<file path="src/rtl/spi_fe_pkg.sv">
package spi_fe_pkg;

    localparam int BYTE_W     = 8;
    localparam int ADDR_BYTES = 3;
    localparam int ADDR_W     = ADDR_BYTES * BYTE_W;

    typedef enum logic [1:0] {
        PH_OPC   = 2'd0,
        PH_ADDR  = 2'd1,
        PH_WDATA = 2'd2,
        PH_READ  = 2'd3
    } phase_e;

    typedef enum logic [1:0] {
        KIND_OPC  = 2'd0,
        KIND_ADDR = 2'd1,
        KIND_DATA = 2'd2
    } kind_e;

    typedef struct packed {
        kind_e               kind;
        logic [BYTE_W-1:0]   data;
    } rx_byte_t;

    function automatic logic op_has_addr(input logic [BYTE_W-1:0] op);
        case (op)
            8'h02, 8'h03, 8'h20, 8'hD8: op_has_addr = 1'b1;
            default:                    op_has_addr = 1'b0;
        endcase
    endfunction

    function automatic logic op_is_read(input logic [BYTE_W-1:0] op);
        case (op)
            8'h03, 8'h05: op_is_read = 1'b1;
            default:      op_is_read = 1'b0;
        endcase
    endfunction

    function automatic kind_e kind_of(input phase_e ph);
        case (ph)
            PH_OPC:  kind_of = KIND_OPC;
            PH_ADDR: kind_of = KIND_ADDR;
            default: kind_of = KIND_DATA;
        endcase
    endfunction

endpackage

</file>
<file path="src/rtl/spi_fe_sync.sv">
module spi_fe_sync #(
    parameter int           N       = 4,
    parameter int           STAGES  = 2,
    parameter logic [N-1:0] RST_VAL = '0
) (
    input  logic         clk,
    input  logic         rst,
    input  logic [N-1:0] d,
    output logic [N-1:0] q,
    output logic [N-1:0] q_dly
);

    for (genvar g = 0; g < N; g++) begin : g_bit
        logic [STAGES:0] pipe;
        always_ff @(posedge clk) begin
            if (rst) pipe <= {(STAGES+1){RST_VAL[g]}};
            else     pipe <= {pipe[STAGES-1:0], d[g]};
        end
        assign q[g]     = pipe[STAGES-1];
        assign q_dly[g] = pipe[STAGES];
    end

endmodule

</file>
<file path="src/rtl/spi_fe_rx.sv">
module spi_fe_rx
    import spi_fe_pkg::*;
#(
    parameter int DW = BYTE_W,
    parameter int AW = ADDR_W,
    parameter int NA = ADDR_BYTES,
    localparam int BW = $clog2(DW),
    localparam int CW = $clog2(NA + 1)
) (
    input  logic          clk,
    input  logic          rst,
    input  logic          start,
    input  logic          stop,
    input  logic          sel,
    input  logic          held,
    input  logic          sck_rise,
    input  logic          mosi,
    input  logic          rx_ready,
    output logic          rx_valid,
    output rx_byte_t      rx_byte,
    output logic [DW-1:0] cmd_opcode,
    output logic [AW-1:0] cmd_addr,
    output logic          seq_end,
    output phase_e        phase,
    output logic [BW-1:0] bit_cnt
);

    localparam logic [BW-1:0] BIT_LAST  = BW'(DW - 1);
    localparam logic [CW-1:0] ADDR_LAST = CW'(NA - 1);

    logic [DW-1:0] shift;
    logic [CW-1:0] addr_cnt;
    logic [DW-1:0] nxt_byte;
    logic          advance;
    logic          byte_done;

    assign advance   = sel && !held && sck_rise && !start;
    assign nxt_byte  = {shift[DW-2:0], mosi};
    assign byte_done = advance && (bit_cnt == BIT_LAST);

    always_ff @(posedge clk) begin
        if (rst) begin
            shift      <= '0;
            bit_cnt    <= '0;
            addr_cnt   <= '0;
            phase      <= PH_OPC;
            cmd_opcode <= '0;
            cmd_addr   <= '0;
            seq_end    <= 1'b0;
        end else begin
            seq_end <= stop;
            if (start) begin
                bit_cnt  <= '0;
                addr_cnt <= '0;
                phase    <= PH_OPC;
            end else if (advance) begin
                bit_cnt <= bit_cnt + 1'b1;
                shift   <= nxt_byte;
                if (byte_done) begin
                    case (phase)
                        PH_OPC: begin
                            cmd_opcode <= nxt_byte;
                            addr_cnt   <= '0;
                            if (op_has_addr(nxt_byte))     phase <= PH_ADDR;
                            else if (op_is_read(nxt_byte)) phase <= PH_READ;
                            else                           phase <= PH_WDATA;
                        end
                        PH_ADDR: begin
                            cmd_addr <= {cmd_addr[AW-DW-1:0], nxt_byte};
                            addr_cnt <= addr_cnt + 1'b1;
                            if (addr_cnt == ADDR_LAST)
                                phase <= op_is_read(cmd_opcode) ? PH_READ : PH_WDATA;
                        end
                        default: ;
                    endcase
                end
            end
        end
    end

    always_ff @(posedge clk) begin
        if (rst) begin
            rx_valid <= 1'b0;
            rx_byte  <= '0;
        end else if (byte_done && phase != PH_READ) begin
            rx_valid     <= 1'b1;
            rx_byte.kind <= kind_of(phase);
            rx_byte.data <= nxt_byte;
        end else if (rx_ready) begin
            rx_valid <= 1'b0;
        end
    end

    AST_HOLD_FREEZE: assert property (@(posedge clk) disable iff (rst)
        held && !start |=> $stable(bit_cnt) && $stable(phase));
    AST_DESEL_QUIET: assert property (@(posedge clk) disable iff (rst)
        !sel && !start |=> $stable(bit_cnt));
    AST_RX_KEEP: assert property (@(posedge clk) disable iff (rst)
        rx_valid && !rx_ready && !byte_done |=> rx_valid && $stable(rx_byte));
    AST_SEQ_END_PULSE: assert property (@(posedge clk) disable iff (rst)
        seq_end |=> !seq_end);

endmodule

</file>
<file path="src/rtl/spi_fe_tx.sv">
module spi_fe_tx
    import spi_fe_pkg::*;
#(
    parameter int DW = BYTE_W,
    localparam int BW = $clog2(DW)
) (
    input  logic          clk,
    input  logic          rst,
    input  logic          start,
    input  logic          sel,
    input  logic          held,
    input  logic          sck_fall,
    input  phase_e        phase,
    input  logic [BW-1:0] bit_cnt,
    input  logic [DW-1:0] tx_data,
    input  logic          tx_valid,
    output logic          tx_ready,
    output logic          miso,
    output logic          miso_oe
);

    logic [DW-1:0] sh;
    logic          active;
    logic          step;

    assign step = sel && !held && sck_fall && !start && (phase == PH_READ);

    always_ff @(posedge clk) begin
        if (rst) begin
            sh       <= '0;
            active   <= 1'b0;
            tx_ready <= 1'b0;
        end else begin
            tx_ready <= 1'b0;
            if (start) begin
                active <= 1'b0;
                sh     <= '0;
            end else if (step) begin
                if (bit_cnt == '0) begin
                    sh       <= tx_valid ? tx_data : '1;
                    active   <= 1'b1;
                    tx_ready <= tx_valid;
                end else begin
                    sh <= {sh[DW-2:0], 1'b0};
                end
            end
        end
    end

    assign miso    = sh[DW-1];
    assign miso_oe = sel && !held && active;

    AST_TX_POP_READ: assert property (@(posedge clk) disable iff (rst)
        tx_ready |-> $past(phase) == PH_READ);
    AST_OE_READ_ONLY: assert property (@(posedge clk) disable iff (rst)
        miso_oe |-> phase == PH_READ);

endmodule

</file>
<file path="src/rtl/spi_flash_front.sv">
module spi_flash_front
    import spi_fe_pkg::*;
#(
    parameter int SYNC_STAGES = 2
) (
    input  logic              clk,
    input  logic              rst,
    input  logic              spi_sck,
    input  logic              spi_cs_n,
    input  logic              spi_mosi,
    input  logic              spi_hold_n,
    output logic              spi_miso,
    output logic              spi_miso_oe,
    output logic              rx_valid,
    input  logic              rx_ready,
    output logic [BYTE_W-1:0] rx_data,
    output logic [1:0]        rx_kind,
    output logic [BYTE_W-1:0] cmd_opcode,
    output logic [ADDR_W-1:0] cmd_addr,
    output logic              seq_end,
    input  logic [BYTE_W-1:0] tx_data,
    input  logic              tx_valid,
    output logic              tx_ready
);

    localparam int BW = $clog2(BYTE_W);
    localparam int I_SCK = 0, I_MOSI = 1, I_CS = 2, I_HOLD = 3;

    logic [3:0] pins, pin_q, pin_d;
    logic       sck_rise, sck_fall, cs_fall, cs_rise, sel, held;
    rx_byte_t   rx_byte;
    phase_e     phase;
    logic [BW-1:0] bit_cnt;

    assign pins = {spi_hold_n, spi_cs_n, spi_mosi, spi_sck};

    spi_fe_sync #(.N(4), .STAGES(SYNC_STAGES), .RST_VAL(4'b1100)) u_sync (
        .clk(clk), .rst(rst), .d(pins), .q(pin_q), .q_dly(pin_d)
    );

    assign sck_rise = pin_q[I_SCK] && !pin_d[I_SCK];
    assign sck_fall = !pin_q[I_SCK] && pin_d[I_SCK];
    assign cs_fall  = !pin_q[I_CS] && pin_d[I_CS];
    assign cs_rise  = pin_q[I_CS] && !pin_d[I_CS];
    assign sel      = !pin_q[I_CS];
    assign held     = !pin_q[I_HOLD];

    spi_fe_rx u_rx (
        .clk(clk), .rst(rst), .start(cs_fall), .stop(cs_rise), .sel(sel),
        .held(held), .sck_rise(sck_rise), .mosi(pin_q[I_MOSI]),
        .rx_ready(rx_ready), .rx_valid(rx_valid), .rx_byte(rx_byte),
        .cmd_opcode(cmd_opcode), .cmd_addr(cmd_addr), .seq_end(seq_end),
        .phase(phase), .bit_cnt(bit_cnt)
    );

    spi_fe_tx u_tx (
        .clk(clk), .rst(rst), .start(cs_fall), .sel(sel), .held(held),
        .sck_fall(sck_fall), .phase(phase), .bit_cnt(bit_cnt),
        .tx_data(tx_data), .tx_valid(tx_valid), .tx_ready(tx_ready),
        .miso(spi_miso), .miso_oe(spi_miso_oe)
    );

    assign rx_data = rx_byte.data;
    assign rx_kind = rx_byte.kind;

endmodule

</file>
<file path="config.mk">
export PLATFORM = sky130hd
export DESIGN_NAME = spi_flash_front
export DESIGN_NICKNAME = d
export VERILOG_FILES = /design/src/rtl/spi_fe_pkg.sv /design/src/rtl/spi_fe_sync.sv /design/src/rtl/spi_fe_rx.sv /design/src/rtl/spi_fe_tx.sv /design/src/rtl/spi_flash_front.sv
export SDC_FILE = /design/constraint.sdc
export NUM_CORES = 1
export LEC_CHECK = 0
export BUFFER_PORTS_ARGS = -buffer_cell sky130_fd_sc_hd__buf_2
export CORE_MARGIN = 2
export CORE_UTILIZATION = 37
export DETAILED_ROUTE_END_ITERATION = 8
export PLACE_DENSITY = 0.63
export SYNTH_ARGS = -nofsm -noshare
export SYNTH_HDL_FRONTEND = slang
export SYNTH_SLANG_ARGS = --single-unit
</file>
<file path="constraint.sdc">
create_clock -name clk -period 4.36 [get_ports clk]
set_input_delay 0.218 -clock clk [delete_from_list [all_inputs] [get_ports clk]]
set_output_delay 0.218 -clock clk [all_outputs]
set_load 0.01 [all_outputs]
</file>
Word level (Yosys, flattened, before mapping)
Cells that the tools add are included.
{"block": "word_totals", "register_bits": 78, "inputBits": 16, "out_inout_bits": 47, "elab_cells": 99}
{"block": "op_classes", "add_sub_neg": 2, "n_eq_ne": 13, "n_mux": 31, "bitwise_logic": 3, "reduce_logical": 33}
{"cell": "8-bit by 2-bit equality test with 1-bit output (second input constant)", "n": 3}
{"cell": "1-bit 2-to-1 mux", "n": 24}
{"cell": "8-bit by 3-bit equality test with 1-bit output (second input constant)", "n": 2}
{"cell": "8-bit 2-to-1 mux", "n": 2}
{"cell": "1-bit logical AND", "n": 13}
{"cell": "2-bit case mux with 2 select lines", "n": 3}
{"cell": "4-bit AND reduction", "n": 3}
{"cell": "8-bit by 6-bit equality test with 1-bit output (second input constant)", "n": 1}
{"cell": "8-bit equality test (second input constant)", "n": 1}
{"cell": "4-bit OR reduction", "n": 2}
{"cell": "2-bit OR reduction", "n": 3}
{"cell": "1-bit logical NOT", "n": 5}
{"cell": "2-bit equality test (second input constant)", "n": 2}
{"cell": "2-bit 2-to-1 mux", "n": 2}
{"cell": "2-bit AND reduction", "n": 2}
{"cell": "2-bit nonzero test", "n": 2}
{"cell": "3-bit by 1-bit adder with 3-bit output (second input constant)", "n": 1}
{"cell": "3-bit equality test (second input constant)", "n": 1}
{"cell": "3-bit logical NOT", "n": 1}
{"cell": "1-bit NOT", "n": 3}
{"cell": "3-bit AND reduction", "n": 1}
{"cell": "2-bit by 1-bit adder with 2-bit output (second input constant)", "n": 1}
{"cell": "2-bit by 1-bit equality test with 1-bit output (second input constant)", "n": 1}
{"cell": "2-bit logical NOT", "n": 1}
{"cell": "2 further kinds", "n": 2}

Logic depth before layout (Yosys ltp)
Gate-level depths: netlist of run 1.
{"block": "logic_depth", "ltp_word": 18, "mapped_depth": 8, "mapped_depth_nobuf": 7}

Hierarchy
Synthesis of run 1 repeated with hierarchy kept, for this count alone.
{"block": "unflattened", "hier_cells": 353, "area_unflattened_um2": 3149.3}
{"mod": "spi_fe_rx", "instances": 1, "cells_per_inst": 259, "area_each_um2": 2213.4, "seq_area_each_um2": 1161.1}
{"mod": "spi_fe_tx", "instances": 1, "cells_per_inst": 55, "area_each_um2": 510.5, "seq_area_each_um2": 200.2}
{"mod": "spi_fe_sync", "instances": 1, "cells_per_inst": 33, "area_each_um2": 387.9, "seq_area_each_um2": 240.2}
{"mod": "spi_flash_front", "instances": 1, "cells_per_inst": 6, "area_each_um2": 37.5, "seq_area_each_um2": 0.0}

Worst setup path before layout of run 1
No wires, ideal clock.
{"block": "synth_path", "path_type": "register to register", "startpoint": "register u_rx.bit_cnt[0]", "endpoint": "register u_tx.sh[1]", "setup_ns": 0.128, "arrival_time_ns": 1.401, "required_time_ns": 4.232, "setup_slack_ns": 2.832, "stages_incl_launch_ff": 9, "n_path_buf": 2, "period_less_slack_ns": 1.528, "cell_sequence": "dfxtp_1 inv_1 ha_1 nor2b_1 clkbuf_1 clkbuf_1 a31oi_1 mux2i_1 nor2_1"}
{"block": "synth_between", "elab_chain_cells": 2}
{"item": "start: declaration", "line": "spi_fe_rx.sv:25", "rtl": "output logic [BW-1:0] bit_cnt"}
{"item": "start signal: assignment", "line": "spi_fe_rx.sv:57", "rtl": "bit_cnt <= bit_cnt + 1'b1;"}
{"item": "3-bit logical NOT", "line": "spi_fe_tx.sv:39", "rtl": "if (bit_cnt == '0) begin"}
{"item": "8-bit 2-to-1 mux", "line": "spi_fe_tx.sv:39"}
{"item": "end signal: assignment", "line": "spi_fe_tx.sv:40", "rtl": "sh <= tx_valid ? tx_data : '1;"}
{"item": "end signal: assignment", "line": "spi_fe_tx.sv:44", "rtl": "sh <= {sh[DW-2:0], 1'b0};"}
{"item": "end: declaration", "line": "spi_fe_tx.sv:22", "rtl": "logic [DW-1:0] sh;"}
Every way passes these cells.
A chain may end at the register's enable or synchronous reset.

Worst setup path after layout of run 1
{"block": "layout_path", "startpoint": "register u_sync.g_bit[0].pipe[1]", "endpoint": "register u_rx.cmd_addr[17]"}
{"block": "layout_between", "elab_chain_cells": 5}
{"item": "start: declaration", "line": "spi_fe_sync.sv:14", "rtl": "logic [STAGES:0] pipe;"}
{"item": "start signal: assignment", "line": "spi_fe_sync.sv:16", "rtl": "if (rst) pipe <= {(STAGES+1){RST_VAL[g]}};"}
{"item": "start signal: assignment", "line": "spi_fe_sync.sv:17", "rtl": "else pipe <= {pipe[STAGES-1:0], d[g]};"}
{"item": "1-bit logical AND (*)", "line": "spi_flash_front.sv:41", "rtl": "assign sck_rise = pin_q[I_SCK] && !pin_d[I_SCK];"}
{"item": "1-bit logical AND (*) (2 in series)", "line": "spi_fe_rx.sv:37", "rtl": "assign advance = sel && !held && sck_rise && !start;"}
{"item": "1-bit logical AND", "line": "spi_fe_rx.sv:39", "rtl": "assign byte_done = advance && (bit_cnt == BIT_LAST);"}
{"item": "4-bit AND reduction (no line) (*)"}
{"item": "end signal: assignment", "line": "spi_fe_rx.sv:69", "rtl": "cmd_addr <= {cmd_addr[AW-DW-1:0], nxt_byte};"}
{"item": "end: declaration", "line": "spi_fe_rx.sv:22", "rtl": "output logic [AW-1:0] cmd_addr,"}
Mark *: on every way between the ends. The rest lies on a longest branch, timed or not.

==> results of run 1 <==
-- cells in the mapped netlist (2+ instances only) --
library cell  count
dfxtp_1          78
nand2_1          61
a21oi_1          38
nor2_1           38
mux2i_1          24
clkbuf_1         18
inv_1            15
nor2b_1          11
nand3_1          10
a31oi_1           7
buf_2             6
or2_2             5
ha_1              4
nor3_1            4
a21o_1            2
and4_1            2
nand4_1           2
o21ai_0           2
-- per-layer routing --
metal / global-route usage [%] / vias to the layer above / wire, µm / part of all wire [%]
met3: 3.69 / 8 / 364 / 6.1
met1: 19.2 / 1091 / 2960 / 50
li1: - / 1241 / - / -
met5: 0 / - / 0 / 0
met4: 6.88 / 0 / 96 / 1.6
met2: 21.3 / 61 / 2540 / 43
-- logic make-up (layout without fill, tap and decap cells) --
family / after synthesis / count (layout)
DFF: 78 / 78
and+or+nand+nor: 144 / 144
AOI/OAI and AO/OA: 54 / 54
muxes: 25 / 25
adders and majority gates: 4 / 4
buffers and inverters: 39 / 94
xor gates and xnor gates: 2 / 2
-- state kept, by name, summed over array words and instances (netlist names) --
register	cells
u_rx.phase	2
u_rx.shift	7
u_tx.sh	8
u_tx.tx_ready	1
u_rx.cmd_addr	24
u_rx.rx_byte	10
u_rx.addr_cnt	2
u_rx.bit_cnt	3
u_sync.g_bit.pipe	10
u_tx.active	1
u_rx.rx_valid	1
u_rx.cmd_opcode	8
u_rx.seq_end	1
-- final timing paths --
path | startpoint | to | slack [ps] | cells after the start
hold reg to reg | u_sync.g_bit[2].pipe[0] | u_sync.g_bit[2].pipe[1] | 410 | 1
setup reg to reg | u_sync.g_bit[0].pipe[1] | u_rx.cmd_addr[17] | 1990 | 5
hold / removal | spi_hold_n | u_sync.g_bit[3].pipe[0] | 50 | 2
setup / recovery | u_sync.g_bit[0].pipe[1] | u_rx.cmd_addr[17] | 1990 | 5
-- critical path, stage by stage, from the launching register on --
cell     delay (ps)
dfxtp_1         340
nor2b_1         630
nand3_2         280
nor2b_2         760
nand2_1         110
a21oi_1         150
-- power breakdown --
part	total, mW	internal (mW)	switching (mW)
logic	0.0292	0.0106	0.0186
registers	0.718	0.716	0.00228
clock network	0.549	0.271	0.278
-- layout make-up --
type	count	area (µm²)	area share, %
repair buffers	63	318	8.93
multi-input cells	229	1290	36.3
clock buffers	9	124	3.48
inverters	15	56.3	1.58
clock inverters	7	80.1	2.25
well taps	102	128	3.59
flip-flops and latches	78	1560	43.9
==> flow_summary.json, run 1 <==
{
  "layout_common_cells": "dfxtp_1, buf_2, nand2_1, a21oi_1, nor2_1",
  "tightest_slew_ps": 1070,
  "synthToLayoutAreaGrowth_pct": 18.4,
  "critical_path_arrival_ps": 2630,
  "drt_wl_total_mm": 5.96,
  "status": "complete, no violations",
  "critPathLaunchType": "register",
  "final_common_cell": "dfxtp_1",
  "synth_xor_area_share_pct": 0.583,
  "fin_skew_ps": 7.32,
  "end_kind": "register",
  "cts_root_buffer": "clkbuf_8",
  "num_rows": 32,
  "synthMuxAreaShare_pct": 8.37,
  "grt_pass1_vias": 2168,
  "worst_slack_ps": 1990,
  "synthAdderAreaFrac_pct": 1.67,
  "wire_per_inst_um": 11.9,
  "synthesis.area_um2": 3010,
  "finalWorstPathRequiredPeriod_ps": 2370,
  "cts_inserted_buffers": 9,
  "vdd_ir_drop_max_mv": 0.196,
  "grt-ovfl-total": 0,
  "gp_congestion": 0.721,
  "numClockSinks": 78,
  "fin_area_um2": 3560,
  "ys_ff_latch": 78,
  "finalSetupViolCount": 0,
  "post-cts-setup-buffer-count": 0,
  "n_fill_cell": 796,
  "vias": 2401,
  "clk_pin_slew_ps": 80,
  "path_max_fanout": 24,
  "rsz0062_at_grt": "false",
  "p_per_area_nw_per_um2": 364,
  "io_buffer_count": 62,
  "place_area_um2": 3360,
  "dpl.hpwl_mm": 3.99,
  "die_area_um2": 8860,
  "drive_above_1_share_pct": 22.2,
  "drt_iter0_markers": 126,
  "stdcell_count": 503,
  "htreeDepth": 3,
  "antenna_found_initial": 0,
  "antenna_left": 0,
  "die_h_um": 94.1,
  "worstPathRequired_ps": 4620,
  "fin_crit_sh_pct": 54.3,
  "async_flop_share_pct": 0,
  "drc": 0,
  "grt_first_pass_wirelength_mm": 9.99,
  "dp.cells": 487,
  "synth_top_area_share_pct": 52.0,
  "ctsResizeCount": 0,
  "nets": 416,
  "cts_buffer_depth": 2,
  "slew_headroom_pct": 28.6,
  "synth_top_family_by_area": "simple AND/OR/NAND/NOR gates",
  "grt_max_degree": 63,
  "synth_compound_area_share_pct": 9.78,
  "synth_ff_type": "dfxtp_1",
  "clock.fmax_mhz": 422,
  "yosys.area.top_type": "dfxtp_1",
  "cts_tree": "built",
  "gr-usage-all-layers_pct": 14.3,
  "syn_nets": 366,
  "finalPower_mw": 1.30,
  "max-cap-violations": 0,
  "yosysSeqAreaShare_pct": 52.0,
  "whs_ps": 54.2,
  "preCtsSetupSlack_ps": 1960,
  "fin_tns_setup_ps": 0,
  "syn_area_per_cell_um2": 8.69,
  "syn_inst": 346,
  "via_per_inst": 4.77,
  "yosys.area_share.simple_pct": 22.5,
  "initial_core_util_pct": 38.5,
  "hp-class": "in2reg",
  "core_area_um2": 7810,
  "p_leak_nw": 1.52,
  "ys_types": 37,
  "drv_slew": 0,
  "synth_warnings": 0,
  "path_class": "reg2reg",
  "final-hold-violation-count": 0,
  "antenna_cells": 0,
  "num_io_pins": 63,
  "cts_hold_buf": 0,
  "die_x_um": 94.1,
  "utilization_pct": 45.6,
  "synth_area_leaders": "dfxtp_1, mux2i_1, nand2_1",
  "clock_latency_ps": 340,
  "dr.pass1.iters": 4,
  "synth_edf_count": 0
}
(Power assumes the default switching activity.)
==> inputs of run 2 (changes only) <==
--- a/config.mk
+++ b/config.mk
@@ -5,11 +5,12 @@
 export SDC_FILE = /design/constraint.sdc
 export NUM_CORES = 1
 export LEC_CHECK = 0
+export ABC_AREA = 1
 export BUFFER_PORTS_ARGS = -buffer_cell sky130_fd_sc_hd__buf_2
 export CORE_MARGIN = 2
 export CORE_UTILIZATION = 37
 export DETAILED_ROUTE_END_ITERATION = 8
-export PLACE_DENSITY = 0.63
+export PLACE_DENSITY = 0.65
 export SYNTH_ARGS = -nofsm -noshare
 export SYNTH_HDL_FRONTEND = slang
 export SYNTH_SLANG_ARGS = --single-unit
==> constraint.sdc (replaced) <==
create_clock -name clk -period 2.1 [get_ports clk]
set_input_delay 0.105 -clock clk [delete_from_list [all_inputs] [get_ports clk]]
set_output_delay 0.105 -clock clk [all_outputs]
set_load 0.01 [all_outputs]
==> flow_summary.json, run 2 <==
{
  "synth_top_area_share_pct": 51.2,
  "clock_latency_ps": 350,
  "drt_wl_total_mm": 6.18,
  "p_per_area_nw_per_um2": 759,
  "whs_ps": 85.6,
  "fin_tns_setup_ps": 0,
  "htreeDepth": 3,
  "yosysSeqAreaShare_pct": 51.2,
  "clockPowerShare_pct": 43.6,
  "largest_reg_flops": 24,
  "use_met1_pct": 17.7,
  "synth_edf_count": 0,
  "critical-path-max-stage-delay_ps": 320,
  "top_register": "u_rx.cmd_addr",
  "seq_power_share_pct": 53.0,
  "clock.fmax_mhz": 590,
  "synthesis.area_um2": 3050,
  "path_max_fanout": 48,
  "gr-usage-all-layers_pct": 14.3,
  "synthToLayoutAreaGrowth_pct": 21.7,
  "synth_area_leaders": "dfxtp_1, a21oi_1, inv_1",
  "critical_path_arrival_ps": 1920,
  "cts_buffer_depth": 2,
  "cts_inserted_buffers": 9,
  "tightest_slew_ps": 631,
  "stdcell_count": 559,
  "globalRouteMet3Util_pct": 3.43,
  "gp_congestion": 0.874,
  "path_class": "reg2reg",
  "drv_slew": 0,
  "drt_iter0_markers": 115,
  "syn_area_per_cell_um2": 7.93,
  "initial_core_util_pct": 37.7,
  "top_usage_layer": "met2",
  "final_common_cell": "dfxtp_1",
  "ctsResizeCount": 0,
  "cts_root_buffer": "clkbuf_8",
  "internal_power_mw": 2.23,
  "max-cap-violations": 0,
  "vdd_ir_drop_max_mv": 0.334,
  "grt-ovfl-total": 0,
  "nets": 469,
  "dpl.hpwl_mm": 4.20,
  "die_h_um": 94.8,
  "syn_nets": 405,
  "num_rows": 33,
  "drc": 0,
  "ys_ff_latch": 78,
  "via_per_inst": 4.61,
  "num_io_pins": 63,
  "switching_power_uw": 594,
  "hp-class": "in2reg",
  "post-cts-setup-buffer-count": 0,
  "antenna_found_initial": 0,
  "cpMaxStageDelayCell": "dfxtp_1",
  "grt_max_degree": 49,
  "status": "complete, no violations",
  "drive_above_1_share_pct": 20.7,
  "worstPathRequired_ps": 2330,
  "ys_types": 28,
  "synth_common_cells": "dfxtp_1, inv_1, a21oi_1",
  "fin_crit_sh_pct": 80.7,
  "finalWorstPathRequiredPeriod_ps": 1700,
  "end_kind": "register",
  "path_cells": "inv_1 -> nor2_1 -> nand3_4 -> nor2_8 -> nand3_2 -> buf_4 -> o21ai_1 -> a21oi_1",
  "antenna_left": 0,
  "yosys.area.top_type": "dfxtp_1",
  "dp.cells": 538,
  "critPathLaunchType": "register",
  "use_met2_pct": 22.9,
  "finalSetupViolCount": 0,
  "grt_pass1_vias": 2285,
  "numClockSinks": 78,
  "finalPower_mw": 2.82,
  "slew_headroom_pct": 57.9,
  "final-hold-violation-count": 0,
  "die_area_um2": 8990,
  "wire_per_inst_um": 11.1,
  "die_x_um": 94.8,
  "p_leak_nw": 1.64,
  "fin_skew_ps": 7.82,
  "grt_first_pass_wirelength_mm": 10.1,
  "core_area_um2": 8090,
  "utilization_pct": 45.9,
  "syn_inst": 385,
  "vias": 2578,
  "antenna_cells": 0,
  "swShare_pct": 21.1,
  "synth_most_common_cell": "dfxtp_1",
  "io_buffer_count": 62,
  "layout_common_cells": "dfxtp_1, inv_1, buf_2, a21oi_1, o21ai_0",
  "synth_ff_type": "dfxtp_1",
  "async_flop_share_pct": 0,
  "clk_pin_slew_ps": 80,
  "synth_warnings": 0,
  "dr.pass1.iters": 5,
  "rsz0062_at_grt": "false",
  "comb_power_share_pct": 3.3,
  "reg_top3": "u_rx.cmd_addr: 24 flops, u_rx.rx_byte: 10 flops, u_sync.g_bit.pipe: 10 flops",
  "cts_tree": "built"
}
==> run 2: final timing paths <==
kind / from / endpoint / slack, ps / depth (start not counted)
setup / recovery: u_sync.g_bit[0].pipe[1] / u_rx.cmd_addr[15] / 400 / 8
hold / removal: tx_data[0] / u_tx.sh[0] / 90 / 3
setup reg to reg: u_sync.g_bit[0].pipe[1] / u_rx.cmd_addr[15] / 400 / 8
hold reg to reg: u_sync.g_bit[1].pipe[0] / u_sync.g_bit[1].pipe[1] / 410 / 2
==> run 2: layout make-up <==
class,count,area [µm²]
repair buffers,70,383
inverters,70,263
multi-input cells,220,1150
well taps,105,131
flip-flops and latches,78,1560
clock buffers,10,138
clock inverters,6,85.1
fillers,861,4380
==> run 2: power groups by stage <==
stage	clock (mW)	combinational, mW	sequential [mW]
after floorplan	0	0.0627	1.53
after global placement	0	0.0863	1.53
after detailed placement	0	0.0882	1.53
after CTS	1.26	0.0953	1.50
after global routing	1.33	0.110	1.50
final	1.23	0.0940	1.50
==> run 2: critical path, delay by kind of cell, from the launching register on <==
family                 cells  cell delay [ps]
AO/OA/AOI/OAI              2              220
buffers and inverters      2              350
flip-flops                 1              320
AND/OR/NAND/NOR            4              680
==> run 2: what timing repair did <==
action,in CTS,in global routing
hold endpoints to repair,5,0
endpoints found under the setup margin,0,0
hold buffers,5,0
==> run 2: routing by layer <==
layer | vias up | wire length, µm
met5 | - | 0
met4 | 0 | 117
met3 | 9 | 294
met2 | 59 | 2760
met1 | 1128 | 3010
li1 | 1382 | -
==> run 2: stage by stage <==
| stage | cell area, µm² | setup slack (ps) |
|---|---|---|
| 2_1_floorplan | 3050 | 699 |
| 3_3_place_gp | 3440 | 438 |
| 3_5_place_dp | 3440 | 404 |
| 4_1_cts | 3710 | 398 |
| 5_1_grt | 3710 | 171 |
| 6_report | 3710 | 405 |
==> run 2: logic make-up (layout without fill, tap and decap cells) <==
| kind of cell | after synthesis | after routing | synth area share [%] |
|---|---|---|---|
| compound gates | 140 | 140 | 24.4 |
| buf+inv | 87 | 156 | 11.0 |
| flops | 78 | 78 | 51.2 |
| simple gates | 75 | 75 | 11.5 |
| fa+ha+maj | 4 | 4 | 1.64 |
| xor+xnor | 1 | 1 | 0.287 |
==> inputs of run 3 (changes only) <==
--- a/config.mk
+++ b/config.mk
@@ -10,7 +10,7 @@
 export CORE_MARGIN = 2
 export CORE_UTILIZATION = 37
 export DETAILED_ROUTE_END_ITERATION = 8
-export PLACE_DENSITY = 0.65
+export PLACE_DENSITY = 0.63
 export SYNTH_ARGS = -nofsm -noshare
 export SYNTH_HDL_FRONTEND = slang
 export SYNTH_SLANG_ARGS = --single-unit
==> constraint.sdc (replaced) <==
create_clock -name clk -period 1.7 [get_ports clk]
set_input_delay 0.085 -clock clk [delete_from_list [all_inputs] [get_ports clk]]
set_output_delay 0.085 -clock clk [all_outputs]
set_load 0.01 [all_outputs]
==> flow_summary.json, run 3 (synthesis results as in run 2) <==
{
  "cts_root_buffer": "clkbuf_8",
  "path_common_cell": "ha_1",
  "grt_first_pass_wirelength_mm": 10.1,
  "max-cap-violations": 0,
  "p_per_area_nw_per_um2": 901,
  "path_max_fanout": 24,
  "critical_path_depth": 8,
  "reg2reg_slack_ps": 130,
  "startpoint": "u_rx.bit_cnt[0]",
  "drc": 0,
  "clock.fmax_mhz": 639,
  "finalWorstPathRequiredPeriod_ps": 1570,
  "finalPower_mw": 3.40,
  "top_register": "u_rx.cmd_addr",
  "wire_per_inst_um": 11.4,
  "rr_worst_depth": 8,
  "htreeDepth": 3,
  "initial_core_util_pct": 37.7,
  "reg_top3": "u_rx.cmd_addr: 24 flops, u_rx.rx_byte: 10 flops, u_sync.g_bit.pipe: 10 flops",
  "dr.pass1.iters": 4,
  "gp_congestion": 0.811,
  "preCtsSetupSlack_ps": 135,
  "cp_top_family": "flip-flops",
  "critical_path_arrival_ps": 1810,
  "min_delay_path_depth": 3,
  "tightest_slew_ps": 583,
  "via_per_inst": 4.54,
  "largest_reg_flops": 24,
  "cts_tree": "built",
  "grt_pass1_vias": 2214,
  "hp-class": "in2reg",
  "r2r-end": "u_rx.cmd_addr[5]",
  "cts_buffer_depth": 2,
  "final_common_cell": "dfxtp_1",
  "worst_slack_ps": 135,
  "clk_pin_slew_ps": 70,
  "drt_wl_total_mm": 6.39,
  "layout_common_cells": "dfxtp_1, inv_1, buf_2, a21oi_1, o21ai_0",
  "fin_crit_sh_pct": 92.1,
  "synthToLayoutAreaGrowth_pct": 23.8,
  "die_area_um2": 8990,
  "p_leak_nw": 1.67,
  "end_kind": "register",
  "path_class": "reg2reg",
  "antenna_cells": 0,
  "drive_above_1_share_pct": 21.3,
  "drv_slew": 0,
  "gr-usage-all-layers_pct": 14.7,
  "post-cts-setup-buffer-count": 0,
  "nets": 472,
  "die_h_um": 94.8,
  "worstPathRequired_ps": 1940,
  "cp_num_buf_inv": 2,
  "num_rows": 33,
  "core_area_um2": 8090,
  "vdd_ir_drop_max_mv": 0.469,
  "critPathLaunchType": "register",
  "die_x_um": 94.8,
  "path_cells": "ha_1 -> ha_1 -> inv_1 -> nor2_8 -> nand3_4 -> buf_12 -> o21ai_1 -> a21oi_1",
  "critical-path-max-stage-delay_ps": 360,
  "antenna_left": 0,
  "grt-ovfl-total": 0,
  "status": "complete, no violations",
  "slew_headroom_pct": 61.1,
  "dpl.hpwl_mm": 4.18,
  "antenna_found_initial": 0,
  "numClockSinks": 78,
  "grt_max_degree": 49,
  "final-hold-violation-count": 0,
  "clock_latency_ps": 350,
  "num_io_pins": 63,
  "fin_skew_ps": 9.26,
  "io_buffer_count": 62,
  "cts_inserted_buffers": 9,
  "hold_end": "u_tx.sh[0]",
  "vias": 2549,
  "hp-start": "tx_data[0]",
  "finalSetupViolCount": 0,
  "cpMaxStageDelayCell": "dfxtp_1",
  "drt_iter0_markers": 126,
  "timing.rr.start": "u_rx.bit_cnt[0]"
}
## run 3: layout make-up
class                      count  area [µm²]
fill                         824        4320
sequential                    78        1560
multi-input combinational    220        1180
timing repair buffer          73         435
inverter                      70         263
clock buffer                  12         165
tap                          105         131
clock inverter                 3        42.5
## run 3: what timing repair did
item,4_1_cts,5_1_grt
hold endpoints to repair,5,0
hold buffers,5,0
gates resized for setup,0,4
endpoints found under the setup margin,0,13
## run 3: worst reg2reg max path: cells and delay by family (launching register included)
family	cells	cell delay (ps)
AO/OA/AOI/OAI	2	210
adder cells (fa/ha/maj)	2	290
buffers and inverters	2	270
flip-flops	1	360
AND/OR/NAND/NOR	2	340
## run 3: where the power goes
group | internal, mW | switching (mW)
Clock | 0.788 | 0.651
Combinational | 0.0504 | 0.0677
Sequential | 1.84 | 0.00866
Total | 2.68 | 0.727
## run 3: routing by layer
metal	share of wire (%)	track usage [%]	up-vias
met1	49	19.5	1099
met2	44	21.9	57
met4	2.2	7.49	0
met5	0	0	-
met3	5.0	4.15	9
li1	-	-	1384
## run 3: metrics by stage
step,std cells,hold slack (ps),util [%],setup TNS [ps],instance area (µm²)
6_report,561,38.0,46.7,0,3780
5_1_grt,561,39.5,46.7,-2.58,3780
4_1_cts,560,26.7,46.1,0,3730
3_5_place_dp,540,270,42.9,0,3470
3_3_place_gp,540,268,42.9,0,3470
2_1_floorplan,385,189,-,0,3050
## run 3: how the worst max path moves through the flow
stage                     slack (ps)            endpoint
after floorplan                  300     u_rx.rx_byte[9]
after global placement           170  u_rx.cmd_opcode[0]
after detailed placement         140  u_rx.cmd_opcode[2]
after CTS                        130  u_rx.cmd_opcode[2]
after global routing              -3    u_rx.cmd_addr[5]
final                            130    u_rx.cmd_addr[5]
